==> src/rtl/sdseq_pkg.sv <==
package sdseq_pkg;

  typedef enum logic [1:0] {
    ST_HOLD   = 2'd0,
    ST_CAL    = 2'd1,
    ST_SETTLE = 2'd2,
    ST_RUN    = 2'd3
  } seq_state_e;

  localparam logic [1:0] MODE_CONVERT = 2'b00;
  localparam logic [1:0] MODE_SELFCAL = 2'b01;

endpackage

==> src/rtl/sdseq_tick_counter.sv <==
module sdseq_tick_counter #(
  parameter int CNT_W = 4
) (
  input  logic             clk,
  input  logic             rst_n,
  input  logic             clear,
  input  logic             enable,
  input  logic             tick,
  input  logic [CNT_W-1:0] limit,
  output logic             last
);

  logic [CNT_W-1:0] count;

  assign last = enable && tick && (count == limit - 1'b1);

  always_ff @(posedge clk or negedge rst_n) begin
    if (!rst_n) begin
      count <= '0;
    end else if (clear || last) begin
      count <= '0;
    end else if (enable && tick) begin
      count <= count + 1'b1;
    end
  end

endmodule

==> src/rtl/sdseq_setup_shadow.sv <==
module sdseq_setup_shadow
  import sdseq_pkg::*;
#(
  parameter logic [1:0] FS_RESET = 2'b01
) (
  input  logic       clk,
  input  logic       rst_n,
  input  logic       setup_wr,
  input  logic [1:0] setup_mode,
  input  logic [1:0] setup_fs,
  input  logic       cal_done,
  output logic       cfg_change,
  output logic       start_cal
);

  logic [1:0] mode_q;
  logic [1:0] fs_q;
  logic [1:0] mode_d;

  assign cfg_change = setup_wr && ((setup_mode != mode_q) || (setup_fs != fs_q));
  assign start_cal  = cfg_change ? (setup_mode == MODE_SELFCAL) : (mode_q == MODE_SELFCAL);

  always_comb begin
    mode_d = setup_wr ? setup_mode : mode_q;
    if (cal_done) mode_d = MODE_CONVERT;
  end

  always_ff @(posedge clk or negedge rst_n) begin
    if (!rst_n) begin
      mode_q <= MODE_CONVERT;
      fs_q   <= FS_RESET;
    end else begin
      mode_q <= mode_d;
      if (setup_wr) fs_q <= setup_fs;
    end
  end

endmodule

==> src/rtl/sdseq_result_stub.sv <==
module sdseq_result_stub #(
  parameter int DATA_W = 16
) (
  input  logic              clk,
  input  logic              rst_n,
  input  logic              load,
  output logic [DATA_W-1:0] data
);

  always_ff @(posedge clk or negedge rst_n) begin
    if (!rst_n) data <= '0;
    else if (load) data <= data + 1'b1;
  end

endmodule

==> src/rtl/sdseq_ctrl.sv <==
module sdseq_ctrl
  import sdseq_pkg::*;
#(
  parameter int SETTLE_TICKS = 3,
  parameter int TOTAL_TICKS  = 9,
  parameter int CNT_W        = 4
) (
  input  logic             clk,
  input  logic             rst_n,
  input  logic             sync_hold,
  input  logic             cfg_change,
  input  logic             start_cal,
  input  logic             rate_tick,
  input  logic             cal_wr,
  input  logic             rd_done,
  input  logic             cnt_last,
  output logic             cnt_clear,
  output logic             cnt_enable,
  output logic [CNT_W-1:0] cnt_limit,
  output logic             cal_done,
  output seq_state_e       state,
  output logic             fire,
  output logic             drdy_n,
  output logic             mode_clr
);

  localparam int CAL_TICKS = TOTAL_TICKS - SETTLE_TICKS;

  logic cal_wr_hit;

  assign cal_wr_hit = cal_wr && (state == ST_SETTLE || state == ST_RUN);
  assign cnt_enable = (state == ST_CAL) || (state == ST_SETTLE);
  assign cnt_limit  = (state == ST_CAL) ? CNT_W'(CAL_TICKS) : CNT_W'(SETTLE_TICKS);
  assign cnt_clear  = sync_hold || cfg_change || cal_wr_hit || (state == ST_HOLD);
  assign cal_done   = !sync_hold && !cfg_change && (state == ST_CAL) && cnt_last;

  always_ff @(posedge clk or negedge rst_n) begin
    if (!rst_n) begin
      state    <= ST_HOLD;
      fire     <= 1'b0;
      drdy_n   <= 1'b1;
      mode_clr <= 1'b0;
    end else begin
      fire     <= 1'b0;
      mode_clr <= 1'b0;
      if (sync_hold) begin
        state  <= ST_HOLD;
        drdy_n <= 1'b1;
      end else if (cfg_change) begin
        state  <= start_cal ? ST_CAL : ST_SETTLE;
        drdy_n <= 1'b1;
      end else if (state == ST_HOLD) begin
        state  <= start_cal ? ST_CAL : ST_SETTLE;
      end else if (cal_wr_hit) begin
        state  <= ST_SETTLE;
        drdy_n <= 1'b1;
      end else begin
        if (fire)         drdy_n <= 1'b0;
        else if (rd_done) drdy_n <= 1'b1;
        unique case (state)
          ST_CAL: begin
            if (cnt_last) begin
              state    <= ST_SETTLE;
              mode_clr <= 1'b1;
            end
          end
          ST_SETTLE: begin
            if (cnt_last) begin
              state  <= ST_RUN;
              fire   <= 1'b1;
              drdy_n <= 1'b1;
            end
          end
          ST_RUN: begin
            if (rate_tick) begin
              fire   <= 1'b1;
              drdy_n <= 1'b1;
            end
          end
          default: ;
        endcase
      end
    end
  end

endmodule

==> src/rtl/sd_ready_seq.sv <==
module sd_ready_seq
  import sdseq_pkg::*;
#(
  parameter int         DATA_W       = 16,
  parameter int         SETTLE_TICKS = 3,
  parameter int         TOTAL_TICKS  = 9,
  parameter logic [1:0] FS_RESET     = 2'b01
) (
  input  logic              clk,
  input  logic              rst_n,
  input  logic              rate_tick,
  input  logic              sync_hold,
  input  logic              setup_wr,
  input  logic [1:0]        setup_mode,
  input  logic [1:0]        setup_fs,
  input  logic              cal_wr,
  input  logic              rd_done,
  output logic              drdy_n,
  output logic              capture,
  output logic [DATA_W-1:0] result,
  output logic              cal_busy,
  output logic              mode_clr
);

  localparam int MAX_TICKS = (TOTAL_TICKS > SETTLE_TICKS) ? TOTAL_TICKS : SETTLE_TICKS;
  localparam int CNT_W     = $clog2(MAX_TICKS + 1);

  logic             cfg_change;
  logic             start_cal;
  logic             cal_done;
  logic             cnt_clear;
  logic             cnt_enable;
  logic             cnt_last;
  logic [CNT_W-1:0] cnt_limit;
  logic             fire;
  seq_state_e       state;

  sdseq_setup_shadow #(.FS_RESET(FS_RESET)) u_shadow (
    .clk        (clk),
    .rst_n      (rst_n),
    .setup_wr   (setup_wr),
    .setup_mode (setup_mode),
    .setup_fs   (setup_fs),
    .cal_done   (cal_done),
    .cfg_change (cfg_change),
    .start_cal  (start_cal)
  );

  sdseq_tick_counter #(.CNT_W(CNT_W)) u_cnt (
    .clk    (clk),
    .rst_n  (rst_n),
    .clear  (cnt_clear),
    .enable (cnt_enable),
    .tick   (rate_tick),
    .limit  (cnt_limit),
    .last   (cnt_last)
  );

  sdseq_ctrl #(
    .SETTLE_TICKS (SETTLE_TICKS),
    .TOTAL_TICKS  (TOTAL_TICKS),
    .CNT_W        (CNT_W)
  ) u_ctrl (
    .clk        (clk),
    .rst_n      (rst_n),
    .sync_hold  (sync_hold),
    .cfg_change (cfg_change),
    .start_cal  (start_cal),
    .rate_tick  (rate_tick),
    .cal_wr     (cal_wr),
    .rd_done    (rd_done),
    .cnt_last   (cnt_last),
    .cnt_clear  (cnt_clear),
    .cnt_enable (cnt_enable),
    .cnt_limit  (cnt_limit),
    .cal_done   (cal_done),
    .state      (state),
    .fire       (fire),
    .drdy_n     (drdy_n),
    .mode_clr   (mode_clr)
  );

  sdseq_result_stub #(.DATA_W(DATA_W)) u_stub (
    .clk   (clk),
    .rst_n (rst_n),
    .load  (fire),
    .data  (result)
  );

  assign capture  = fire;
  assign cal_busy = (state == ST_CAL);

endmodule

==> config.mk <==
export PLATFORM = sky130hd
export DESIGN_NAME = sd_ready_seq
export DESIGN_NICKNAME = d
export VERILOG_FILES = /design/src/rtl/sdseq_pkg.sv /design/src/rtl/sdseq_tick_counter.sv /design/src/rtl/sdseq_setup_shadow.sv /design/src/rtl/sdseq_result_stub.sv /design/src/rtl/sdseq_ctrl.sv /design/src/rtl/sd_ready_seq.sv
export SDC_FILE = /design/constraint.sdc
export NUM_CORES = 1
export LEC_CHECK = 0
export CORE_MARGIN = 2
export CORE_UTILIZATION = 55
export CTS_CLUSTER_SIZE = 10
export DETAILED_ROUTE_END_ITERATION = 12
export DONT_BUFFER_PORTS = 1
export GPL_ROUTABILITY_DRIVEN = 0
export GPL_TIMING_DRIVEN = 0
export PLACE_DENSITY = 0.7
export SLEW_MARGIN = 5
export SYNTH_ARGS = -nofsm -noshare
export SYNTH_HDL_FRONTEND = slang
export SYNTH_SLANG_ARGS = --single-unit
export TNS_END_PERCENT = 10
==> constraint.sdc <==
create_clock -name clk -period 2.85 [get_ports clk]
set_input_delay 0.4275 -clock clk [delete_from_list [all_inputs] [get_ports clk]]
set_output_delay 0.4275 -clock clk [all_outputs]
set_load 0.02 [all_outputs]
## Word-level counts from Yosys, hierarchy flattened

Cells that the tools add are included.

| word-level totals | value |
|---|---|
| flip-flop bits (word level) | 29 |
| bits in latches | 0 |
| bits in writable memories | 0 |
| ROM bits | 0 |
| memories | 0 |

| operators by class | value |
|---|---|
| add/sub/neg operators | 3 |
| multipliers | 0 |
| divide/modulo/power cells | 0 |
| magnitude comparators | 0 |
| eq/ne operators | 11 |
| shifts and indexed selects | 0 |
| mux-type cells | 35 |
| bitwise logic cells | 0 |
| reduce and logical (&&, ||, !) cells | 21 |

Operator list:

| operator | number |
|---|---|
| two-way mux 1 bit | 20 |
| two-way mux 2 bit | 9 |
| adder 16 x 1 -> 16 bit (second input constant) | 1 |
| two-way mux 4 bit | 2 |
| logical AND 1 bit | 7 |
| logical OR 1 bit | 7 |
| equality test 2 x 1 -> 1 bit (second input constant) | 3 |
| inequality test 6 x 2 -> 1 bit (second input constant) | 1 |
| inequality test 6 x 4 -> 1 bit (second input constant) | 1 |
| nonzero test 6 bit | 1 |
| adder 4 x 1 -> 4 bit (second input constant) | 1 |
| equality test 2 bit (second input constant) | 2 |
| equality test 4 bit | 1 |
| inequality test 2 bit | 2 |
| one-hot mux 1 bit (2 select lines) | 2 |
| one-hot mux 2 bit (2 select lines) | 1 |
| nonzero test 2 bit | 2 |
| subtractor 4 x 1 -> 4 bit (second input constant) | 1 |
| two-way mux 3 bit | 1 |
| inequality test 3 x 2 -> 1 bit (second input constant) | 1 |
| AND reduction 3 bit | 1 |
| logical NOT 1 bit | 2 |
| logical NOT 2 bit | 1 |

## Logic depth before layout (Yosys ltp)

| depth | value |
|---|---|
| word-level depth | 11 |
| mapped depth | 7 |
| gate-level depth less buffers | 7 |

## Hierarchy

A second synthesis with hierarchy kept.

| second synthesis, totals | value |
|---|---|
| cells, all modules | 150 |
| area, all modules | 1602.8 um2 |

Modules (own cells, without submodules):

| module | times used | cells each | area each (um2) | sequential area each (um2) |
|---|---|---|---|---|
| sdseq_result_stub | 1 | 56 | 695.7 | 400.4 |
| sdseq_ctrl | 1 | 45 | 392.9 | 126.4 |
| sdseq_tick_counter | 1 | 29 | 280.3 | 100.1 |
| sdseq_setup_shadow | 1 | 19 | 220.2 | 101.3 |
| sd_ready_seq | 1 | 1 | 13.8 | 0.0 |

## Worst setup path after synthesis

Ideal clock, no wire load.

| path | value |
|---|---|
| path type | register to register |
| from | reg u_ctrl.state[0] |
| to | reg u_ctrl.state[0] |
| setup time | 0.094 ns |
| arrival | 2.002 ns |
| data required time | 2.756 ns |
| setup slack | 0.754 ns |
| stages on the path, launching flop included | 7 |
| period minus slack after synthesis | 2.096 ns |
| cells stage by stage | dfrtp_1 ha_1 or4b_1 a211oi_2 o32ai_1 mux2i_1 a211oi_1 |

| between the ends | value |
|---|---|
| longest elaborated chain between the ends | 7 |
| elaborated cells between the ends (all ways) | 21 |
| classes of those cells | add/sub: 1; eq/ne: 6; mux: 6; reduce/logical: 8 |

Ends and longest elaborated chain:

| what | line | RTL |
|---|---|---|
| from (decl) | sdseq_ctrl.sv:21 | `output seq_state_e state,` |
| from (signal assigned) | sdseq_ctrl.sv:50 | `state <= start_cal ? ST_CAL : ST_SETTLE;` |
| from (signal assigned) | sdseq_ctrl.sv:53 | `state <= start_cal ? ST_CAL : ST_SETTLE;` |
| equality test 2 x 1 -> 1 bit (*) | -- |  |
| named net cal_busy | sd_ready_seq.sv:21 | `output logic cal_busy,` |
| two-way mux 3 bit | sdseq_ctrl.sv:33 | `assign cnt_limit = (state == ST_CAL) ? CNT_W'(CAL_TICKS) : CNT_W'(SETTLE_TICKS);` |
| subtractor 4 x 1 -> 4 bit | sdseq_tick_counter.sv:15 | `assign last = enable && tick && (count == limit - 1'b1);` |
| equality test 4 bit | sdseq_tick_counter.sv:15 |  |
| logical AND 1 bit | sdseq_tick_counter.sv:15 |  |
| inequality test 6 x 4 -> 1 bit (no source line) / inequality test 6 x 2 -> 1 bit (equally long branches) | -- |  |
| AND reduction 3 bit (no source line) | -- |  |

The timed path passes the listed nets; every way through them passes the cells marked *.
A chain may end at the register's enable or synchronous reset.

## Worst setup path after layout

| path | value |
|---|---|
| from | reg u_ctrl.state[1] |
| to | reg u_ctrl.state[0] |

The elaborated chain is that of the path after synthesis.

==> impl_metrics.yaml <==
synthesis:
  ys_types: 34
  synth_top_cell_area_share: 0.461
  yosysTopAreaCell: "dfrtp_1"
  syn_avg_cell_area_sq_um: 11.1
  yosys_warnings: 0
  synth-seq-cells: 29
  synthTopCellsByArea: "dfrtp_1 46%, xnor2_1 7.2%, xor2_1 6.0%"
  yosysSeqAreaShare: 0.497
  synthesis.nets: 149
  syn_inst: 132
  synth.cell_area_sq_um: 1470
critical_path:
  rr_startpoint: "u_ctrl.state[1]$_DFFE_PN0P_"
  slowest_stage: "or4b_1"
  cp_max_fo: 4
  start_kind: "flop"
  cp.required_ps: 3090
  cp_cell_sequence: "inv_1 > ha_1 > or4b_1 > a211oi_2 > o32ai_1 > mux2i_1 > a211oi_1"
  end_kind: "flop"
  cp_slowest_stage_delay_ps: 550
  crit_start: "u_ctrl.state[1]$_DFFE_PN0P_"
  crit_family: "compound AO/OA/AOI/OAI gates"
  arrival_ps: 2570
  crit_type: "reg2reg"
  path_buf_inv: 1
timing:
  slew_headroom: 0.661
  fin_tns_setup_ps: 0
  finalCritPeriodShare: 0.820
  hold_violations: 0
  rsz0062_at_grt: "false"
  final.min_clock_period_ps: 2340
  finalClockSkew_ps: 8.73
  worst_pin_slew_ps: 506
  clock.fmax_ghz: 0.428
  finalMaxSlewViolations: 0
  setup_viol: 0
finish:
  fillers: 202
  drive_gt1_frac: 0.120
  finalNonFillerCells: 172
  final_cell_mix: "27 x dfrtp_1, 12 x nor2_1, 12 x xnor2_1"
  final_common_cell: "dfrtp_1"
  num_antenna_cells: 0
  area.sequential_sq_um: 728
  final_nets: 158
  multi_input_area_sq_um: 718
  design_area_sq_um: 1620
  layout-area-overhead-vs-synth_pct: 10.4
global_routing:
  grt_usage: 0.189
  grt-ovfl-total: 0
  grt_use_met2: 0.284
  use_met3: 0.0767
  grt_max_degree: 30
  antenna_found_initial: 0
  grt_pass1_wl_um: 4500
  grt_pass1_vias: 977
  gr-usage-met1: 0.227
  busiest_layer: "met2"
floorplan:
  core_sq_um: 2500
  die_h_um: 55.6
  start_util: 0.586
  die_x_um: 55.6
  rows: 18
  ios: 31
  die_area_sq_um: 3090
placement:
  hpwl_um: 1880
  place_area_sq_um: 1500
  dp.cells: 162
  numPortBuffers: 0
worst_hold_path:
  hold_path.class: "in2reg"
  hold_start: "sync_hold"
routing:
  num_vias: 1006
  via_per_inst: 5.85
  ant_nets: 0
  drt-total-wl_um: 2570
  first_pass_iters: 4
  drt_iter0_drc: 14
  drc: 0
  wl_per_cell_um: 14.9
flow_run:
  max_cap_viol_count: 0
power:
  leakage_nw: 0.735
  powerDensity_nw_per_um2: 553
  peakVddDrop_uv: 405
cts:
  clock_path_buffers: 2
  ctsResizeCount: 0
  cts_sinks: 29
  cts_tree: "built"
  post_cts_buffers: 0
  htreeDepth: 2
  cts_buffers: 5
  clk_pin_slew_ps: 90
  root_buffer: "clkbuf_4"
  clk_latency_ps: 320
status:
  status: "finished, final reports clean"
## kinds of logic (layout without fill, tap and decap cells)
kind of cell	count (synthesis)	in the layout	synth area share
simple gates	48	48	0.170
fa+ha+maj	6	6	0.0512
flops	29	29	0.497
buf+inv	5	15	0.0128
mux	5	5	0.0367
compound gates	17	17	0.101
xor+xnor	22	22	0.132
## synthesized netlist by cell type
master     instances
o41ai_4            1
nand2_1            9
mux2i_1            2
and3_1             2
or3_1              1
nand4b_1           1
ha_1               6
o211ai_1           1
nor3_1             2
or4b_1             1
o21a_1             1
a211oi_2           2
o211a_1            1
and4_1             2
o21ai_0            3
dfrtp_1           27
inv_1              4
clkbuf_1           1
nand4_1            2
o2bb2ai_1          1
nor2b_1            3
xor2_1            10
dfstp_2            2
nand3b_1           1
or2b_1             2
a21oi_1            3
xnor2_1           12
mux2_2             3
o32ai_1            1
nand3_1            9
a211oi_1           2
or2_2              1
nor2_1            12
a22oi_1            1
## path summary, 6_finish.rpt
check	to	slack, ps	cells after the start
setup / recovery	u_ctrl.state[0]$_DFFE_PN0P_	510	7
hold / removal	u_ctrl.state[1]$_DFFE_PN0P_	150	1
setup reg to reg	u_ctrl.state[0]$_DFFE_PN0P_	510	7
hold reg to reg	u_shadow.fs_q[1]$_DFFE_PN0P_	540	1
max in group asynchronous	u_ctrl.drdy_n$_DFFE_PN1P_	2080	2
min in group asynchronous	u_ctrl.fire$_DFF_PN0_	540	2
## stage by stage
step | worst slack, ps | total power [mW] | utilization | hold WS [ps]
after CTS | 520 | 0.909 | 0.647 | 131
final | 512 | 0.895 | 0.647 | 148
after global placement | 574 | 0.541 | 0.601 | 132
after floorplan | 754 | 0.527 | - | 132
after detailed placement | 561 | 0.542 | 0.601 | 132
after global routing | 367 | 0.943 | 0.647 | 123
## cell type report
type / instances / area share
Timing Repair Buffer: 2 / 0.0186
Tap cell: 30 / 0.0232
Inverter: 4 / 0.00928
Multi-Input combinational cell: 98 / 0.444
Clock inverter: 1 / 0.0186
Clock buffer: 7 / 0.0340
Buffer: 1 / 0.00232
Sequential cell: 29 / 0.450
## flip-flops by register name, summed over array words and instances (netlist names)
name	flops
u_stub.data	16
u_cnt.count	4
u_ctrl.state	2
u_shadow.fs_q	2
u_shadow.mode_q	2
u_ctrl.drdy_n	1
u_ctrl.fire	1
u_ctrl.mode_clr	1
## timing repair
| item | CTS | global route |
|---|---|---|
| endpoints found under the setup margin | 0 | 0 |
| hold endpoints to repair | 29 | 0 |
| hold buffers | 2 | 0 |
## per-layer routing
layer	vias up	part of all wire
met3	9	0.069
met2	30	0.45
met4	0	0.028
li1	483	-
met5	-	0
met1	484	0.45
## where the power goes
group	total, mW	internal (mW)	leakage, nW	switching (mW)
sequential	0.450	0.427	0.389	0.0231
clock	0.349	0.209	0.0455	0.140
combinational	0.0964	0.0417	0.300	0.0547
(Power assumes the default switching activity.)
